`src/rtl/clint_core.sv`:
```
module clint_core #(
  parameter int NHARTS = 4
) (
  input  logic              clk,
  input  logic              rst_n,
  input  logic              bus_we,
  input  logic [15:0]       bus_addr,
  input  logic [31:0]       bus_wdata,
  output logic [31:0]       bus_rdata,
  output logic [NHARTS-1:0] tmr_irq,
  output logic [NHARTS-1:0] sw_irq
);
  localparam logic [15:0] CMP_BASE = 16'h4000;
  localparam logic [15:0] TIME_LO  = 16'hBFF8;
  localparam logic [15:0] TIME_HI  = 16'hBFFC;

  logic [63:0]       mtime;
  logic [63:0]       cmp [NHARTS];
  logic [NHARTS-1:0] msip;

  wire [15:0] wa = {bus_addr[15:2], 2'b00};

  always_ff @(posedge clk) begin
    if (!rst_n)                    mtime <= '0;
    else if (bus_we && wa == TIME_LO) mtime <= {mtime[63:32], bus_wdata};
    else if (bus_we && wa == TIME_HI) mtime <= {bus_wdata, mtime[31:0]};
    else                           mtime <= mtime + 64'd1;
  end

  always_ff @(posedge clk) begin
    for (int h = 0; h < NHARTS; h++) begin
      if (!rst_n) begin
        msip[h] <= 1'b0;
        cmp[h]  <= '1;
      end else if (bus_we) begin
        if (wa == 16'(4*h))             msip[h]       <= bus_wdata[0];
        if (wa == CMP_BASE + 16'(8*h))     cmp[h][31:0]  <= bus_wdata;
        if (wa == CMP_BASE + 16'(8*h + 4)) cmp[h][63:32] <= bus_wdata;
      end
    end
  end

  for (genvar g = 0; g < NHARTS; g++) begin : g_irq
    assign tmr_irq[g] = (mtime >= cmp[g]);
  end
  assign sw_irq = msip;

  always_comb begin
    bus_rdata = '0;
    if (wa == TIME_LO) bus_rdata = mtime[31:0];
    if (wa == TIME_HI) bus_rdata = mtime[63:32];
    for (int h = 0; h < NHARTS; h++) begin
      if (wa == 16'(4*h))             bus_rdata = {31'b0, msip[h]};
      if (wa == CMP_BASE + 16'(8*h))     bus_rdata = cmp[h][31:0];
      if (wa == CMP_BASE + 16'(8*h + 4)) bus_rdata = cmp[h][63:32];
    end
  end
endmodule


```
`config.mk`:
```
export PLATFORM = sky130hd
export DESIGN_NAME = clint_core
export DESIGN_NICKNAME = d
export VERILOG_FILES = /design/src/rtl/clint_core.sv
export SDC_FILE = /design/constraint.sdc
export NUM_CORES = 1
export LEC_CHECK = 0
export BUFFER_PORTS_ARGS = -buffer_cell sky130_fd_sc_hd__buf_4
export CAP_MARGIN = 20
export CORE_UTILIZATION = 45
export CTS_CLUSTER_DIAMETER = 40
export CTS_CLUSTER_SIZE = 24
export DETAILED_ROUTE_END_ITERATION = 10
export GPL_ROUTABILITY_DRIVEN = 1
export SLEW_MARGIN = 0
export SYNTH_ARGS = -nofsm -noshare
export SYNTH_HDL_FRONTEND = slang
export SYNTH_SLANG_ARGS = --single-unit
```
`constraint.sdc`:
```
create_clock -name clk -period 5.32 [get_ports clk]
set_input_delay 0.266 -clock clk [delete_from_list [all_inputs] [get_ports clk]]
set_output_delay 0.266 -clock clk [all_outputs]
set_load 0.02 [all_outputs]
```
* Word level (Yosys, flattened, before mapping)
Memories as Yosys holds them, arrays and structs flattened.
Cells that the tools add are included.
** Storage, ports and cells
- Register bits :: 68
- Latch bits :: 0
- Bits in writable memories :: 256
- Bits in read-only memories :: 0
- Input bits :: 51
- Output and inout bits :: 40
- Word-level logic and storage cells :: 98
- Memories :: 1
** Memory list
- cmp :: depth 4, width 64, read ports 4, clocked after memory_dff 0, wr ports 4, line 18 : logic [63:0] cmp [NHARTS];
** Cells by class
- Add/sub/neg operators :: 1
- $mul :: 0
- Div/mod/pow operators :: 0
- $lt $le $gt $ge :: 4
- Eq/ne operators :: 14
- Shift-type cells :: 0
- Multiplexer cells :: 57
- Bitwise gates (word level) :: 8
- Reductions and logical operators :: 7
** Operators with widths (count)
- $mux 32 :: 23
- $ge 64x64->1 :: 4
- $eq 14x13->1 const B :: 8
- $add 64x1->64 const B :: 1
- $mux 64 :: 1
- $mux 1 :: 33
- $eq 14x14->1 const B :: 2
- $eq 14x2->1 const B :: 2
- $logic_not 16->1 :: 1
- $eq 14x1->1 const B :: 1
- $or 1x1->1 :: 8
- $reduce_and 2->1 :: 4
- $logic_and 1x1->1 :: 2
- $ne 2x2->1 const B :: 1

* Longest topological paths before layout
- Word-level depth :: 15
- Mapped depth :: 10
- Depth with buffers taken out :: 9

* Least setup slack after synthesis
Ideal clock, no wire load.
- Path kind :: input to register
- Start :: input port bus_addr[11]
- End :: memory cmp[2][32] (enable)
- Library setup time :: 470 ps
- Data arrival time :: 4180 ps
- Path slack :: 670 ps
- Cell stages on the path :: 6
- Buffers on the path :: 2
- Path through :: nor4_1 -> nand2_1 -> or4b_1 -> clkbuf_1 -> buf_1 -> o31ai_1
** RTL lines
- from (decl) :: line 7 : input logic [15:0] bus_addr,
- to (decl) :: line 18

* Final worst setup path
- Start :: register mtime[5]
- End :: output port tmr_irq[1]
** On the way
- Longest elaborated chain between the ends :: 1
** RTL lines
- from (decl) :: line 17 : logic [63:0] mtime;
- from (signal assigned) :: line 25 : else if (bus_we && wa == TIME_LO) mtime <= {mtime[63:32], bus_wdata};
- from (signal assigned) :: line 26 : else if (bus_we && wa == TIME_HI) mtime <= {bus_wdata, mtime[31:0]};
- from (signal assigned) :: line 27 : else mtime <= mtime + 64'd1;
- $ge 64x64->1 :: line 44 : assign tmr_irq[g] = (mtime >= cmp[g]);
- to (decl) :: line 10 : output logic [NHARTS-1:0] tmr_irq,
Every way passes these cells.

==> flow_metrics.py <==
metrics = {
    "die": {
        "rows": 80,
        "ioPinCount": 91,
        "die_area_mm2": 0.04998,
        "core_mm2": 0.04805,
        "die_x_um": 223.6,
        "dieHeight_um": 223.6,
        "start_util": 0.4598,
    },
    "clock_tree": {
        "htree_levels": 3,
        "cts_resized": 0,
        "cts_root_buffer": "clkbuf_16",
        "clockBufferDepth": 3,
        "clk_latency_ns": 0.60,
        "cts_buffers": 66,
        "cts_num_sinks": 324,
        "cts_tree": "yes",
        "path_clk_slew_ns": 0.05,
    },
    "hold_path": {
        "hold_depth": 3,
        "min_path_type": "input pin to flop",
        "min_from": "bus_wdata[7]",
    },
    "timing": {
        "min_period_ns": 4.546,
        "rsz0062_at_grt": "no",
        "slew_violations": 0,
        "worst_pin_slew_ns": 1.172,
        "fmax_mhz": 220.0,
        "timing.final.crit_share": 0.8544,
        "setup_viol": 0,
        "setup_tns_ns": 0,
        "whs_ns": 0.02058,
        "timing.final.hold_violations": 0,
        "skew_ns": 0.02184,
        "maxSlewHeadroom": 0.2179,
    },
    "drt": {
        "drtIter0Drc": 2474,
        "drcViolationCount": 0,
        "drtPass1Iterations": 7,
        "vias": 19970,
        "wl_um": 83190,
        "wire_per_inst_um": 26.55,
        "postRouteAntennaNets": 0,
        "via_per_inst": 6.373,
    },
    "logic_synthesis": {
        "synth-edff-count": 256,
        "yosysSeqAreaShare": 0.4096,
        "avgSynthCellArea_um2": 9.205,
        "syn_inst": 2400,
        "netlist.area_leader.share": 0.3480,
        "yosysWarnings": 0,
        "synth_fp_nets": 2708,
        "synth_top_cell_by_area": "edfxtp_1",
        "synthFlopType": "edfxtp_1",
        "synthesis.area_mm2": 0.02209,
        "synth.area.top_cells": "edfxtp_1 (35%), ha_1 (15%), dfxtp_1 (6.2%)",
        "synth-seq-cells": 324,
        "synth.distinct_cells": 72,
        "async_flop_share": 0,
    },
    "cells_and_area": {
        "nets": 2775,
        "postLayoutCoreUtil": 0.5351,
        "syn_to_final_growth_pct": 16.39,
        "most-common-layout-cells": "inv_1 (264), ha_1 (257), edfxtp_1 (256), nand2b_1 (200), a21oi_1 (153)",
        "layout_commonest_cell": "inv_1",
        "layout-drive-gt1-share": 0.1263,
        "final_area_mm2": 0.02571,
    },
    "grt": {
        "antenna_found_initial": 2,
        "grt_pass1_vias": 19180,
        "grt_use_total": 0.3321,
        "grt_pass1_wl_um": 122400,
        "overflow": 0,
        "grt_start_max_net_pins": 65,
    },
    "worst_setup_path": {
        "start_kind": "flop",
        "critical_path_class": "flop to output port",
        "reg2reg_depth": 8,
        "path_max_fanout": 11,
        "crit_path_end_kind": "output port",
        "worstPathArrival_ns": 4.28,
        "cp.required_ns": 5.05,
        "startpoint": "mtime[5]",
        "r2r_start": "mtime[1]",
    },
    "place": {
        "io_buffers": 88,
        "gp_congestion": 0.9791,
        "postPlaceCellArea_mm2": 0.02349,
        "hpwl_um": 58740,
    },
    "outcome": {
        "status": "finished clean",
    },
    "power": {
        "p_total_uw": 7361,
        "p_leak_uw": 0.01062,
        "vdd_ir_drop_max_mv": 0.2321,
        "powerDensity_mw_per_mm2": 286.3,
    },
    "flow_run": {
        "drv_cap": 0,
    },
}
## repair_timing
| action | 4_1_cts | 5_1_grt |
|---|---|---|
| hold buffers | 4 | 0 |
| buffers inserted | 0 | 0 |
| hold endpoints to repair | 4 | 0 |
## synthesized netlist by cell type (all sizes together) (9+ instances only)
cell    number
o21a        12
or2         36
o211ai      10
nand2b     201
a211oi      16
mux2i        9
a31oi       66
nor2       140
edfxtp     256
a222oi      30
o22ai       25
buf         30
a221oi      10
a21o        28
or3         41
nor4        21
and3        20
dfxtp       68
a32oi        9
nand3       56
nor3        44
a22oi       41
nand2      131
ha         257
a21oi      154
inv        265
and4        10
nand4       66
clkbuf     116
and2        11
o21ai      132
## flip-flops by register name (all words and copies together), names as in the netlist
signal  count
cmp       256
mtime      64
sw_irq      4
## critical path, stage by stage, from the launching register on
cell and delay [ns]:
dfxtp_1 0.59, ha_1 0.34, a2111o_1 0.41, a311oi_1 0.64, o41ai_1 0.32, a211oi_1 0.86, o2111ai_1 0.29, buf_4 0.24
## layout make-up
class | count | area (um^2)
Fill cell | 4319 | 22340
Timing Repair Buffer | 145 | 1119
Clock inverter | 36 | 294.0
Sequential cell | 324 | 9049
Tap cell | 615 | 769.5
Inverter | 267 | 1002
Antenna cell | 1 | 2.502
Multi-Input combinational cell | 1663 | 11630
Clock buffer | 82 | 1848
## routing by layer
layer  GRT usage  up-vias  wire length (um)
met3     0.06139      229              8894
met5           0        -                11
met1      0.4594     9627             34620
met4      0.1604        2              4088
li1            -     8935                 -
met2      0.4998     1175             35570
## path summary, 6_finish.rpt
path	to	slack (ns)
max	tmr_irq[1]	0.77
min	mtime[7]	0.02
max reg2reg	mtime[54]	1.80
min reg2reg	sw_irq[0]	0.56
## where the power goes
group	switching [uW]	internal (uW)	total [uW]
registers	61.1	2840	2900
clock network	1430	2570	4000
logic	310	150	460
total	1800	5560	7360
## kinds of logic (layout without fill, tap and decap cells)
family / count (synthesis) / count (layout) / share of synthesized area
fa+ha+maj: 257 / 257 / 0.1456
compound gates: 594 / 594 / 0.1726
buf+inv: 413 / 530 / 0.07085
simple gates: 801 / 801 / 0.1959
other cells: 0 / 1 / 0
flops: 324 / 324 / 0.4096
xor+xnor: 1 / 1 / 0.0003965
mux: 10 / 10 / 0.005098
## stage by stage
| step | instances | setup WS, ns |
|---|---|---|
| 6_report | 3133 | 0.7745 |
| 5_1_grt | 3132 | 0.8703 |
| 4_1_cts | 3130 | 1.096 |
| 3_5_place_dp | 3008 | 1.555 |
| 3_3_place_gp | 3008 | 1.591 |
| 2_1_floorplan | 2400 | 0.6697 |
(Power assumes the default switching activity.)
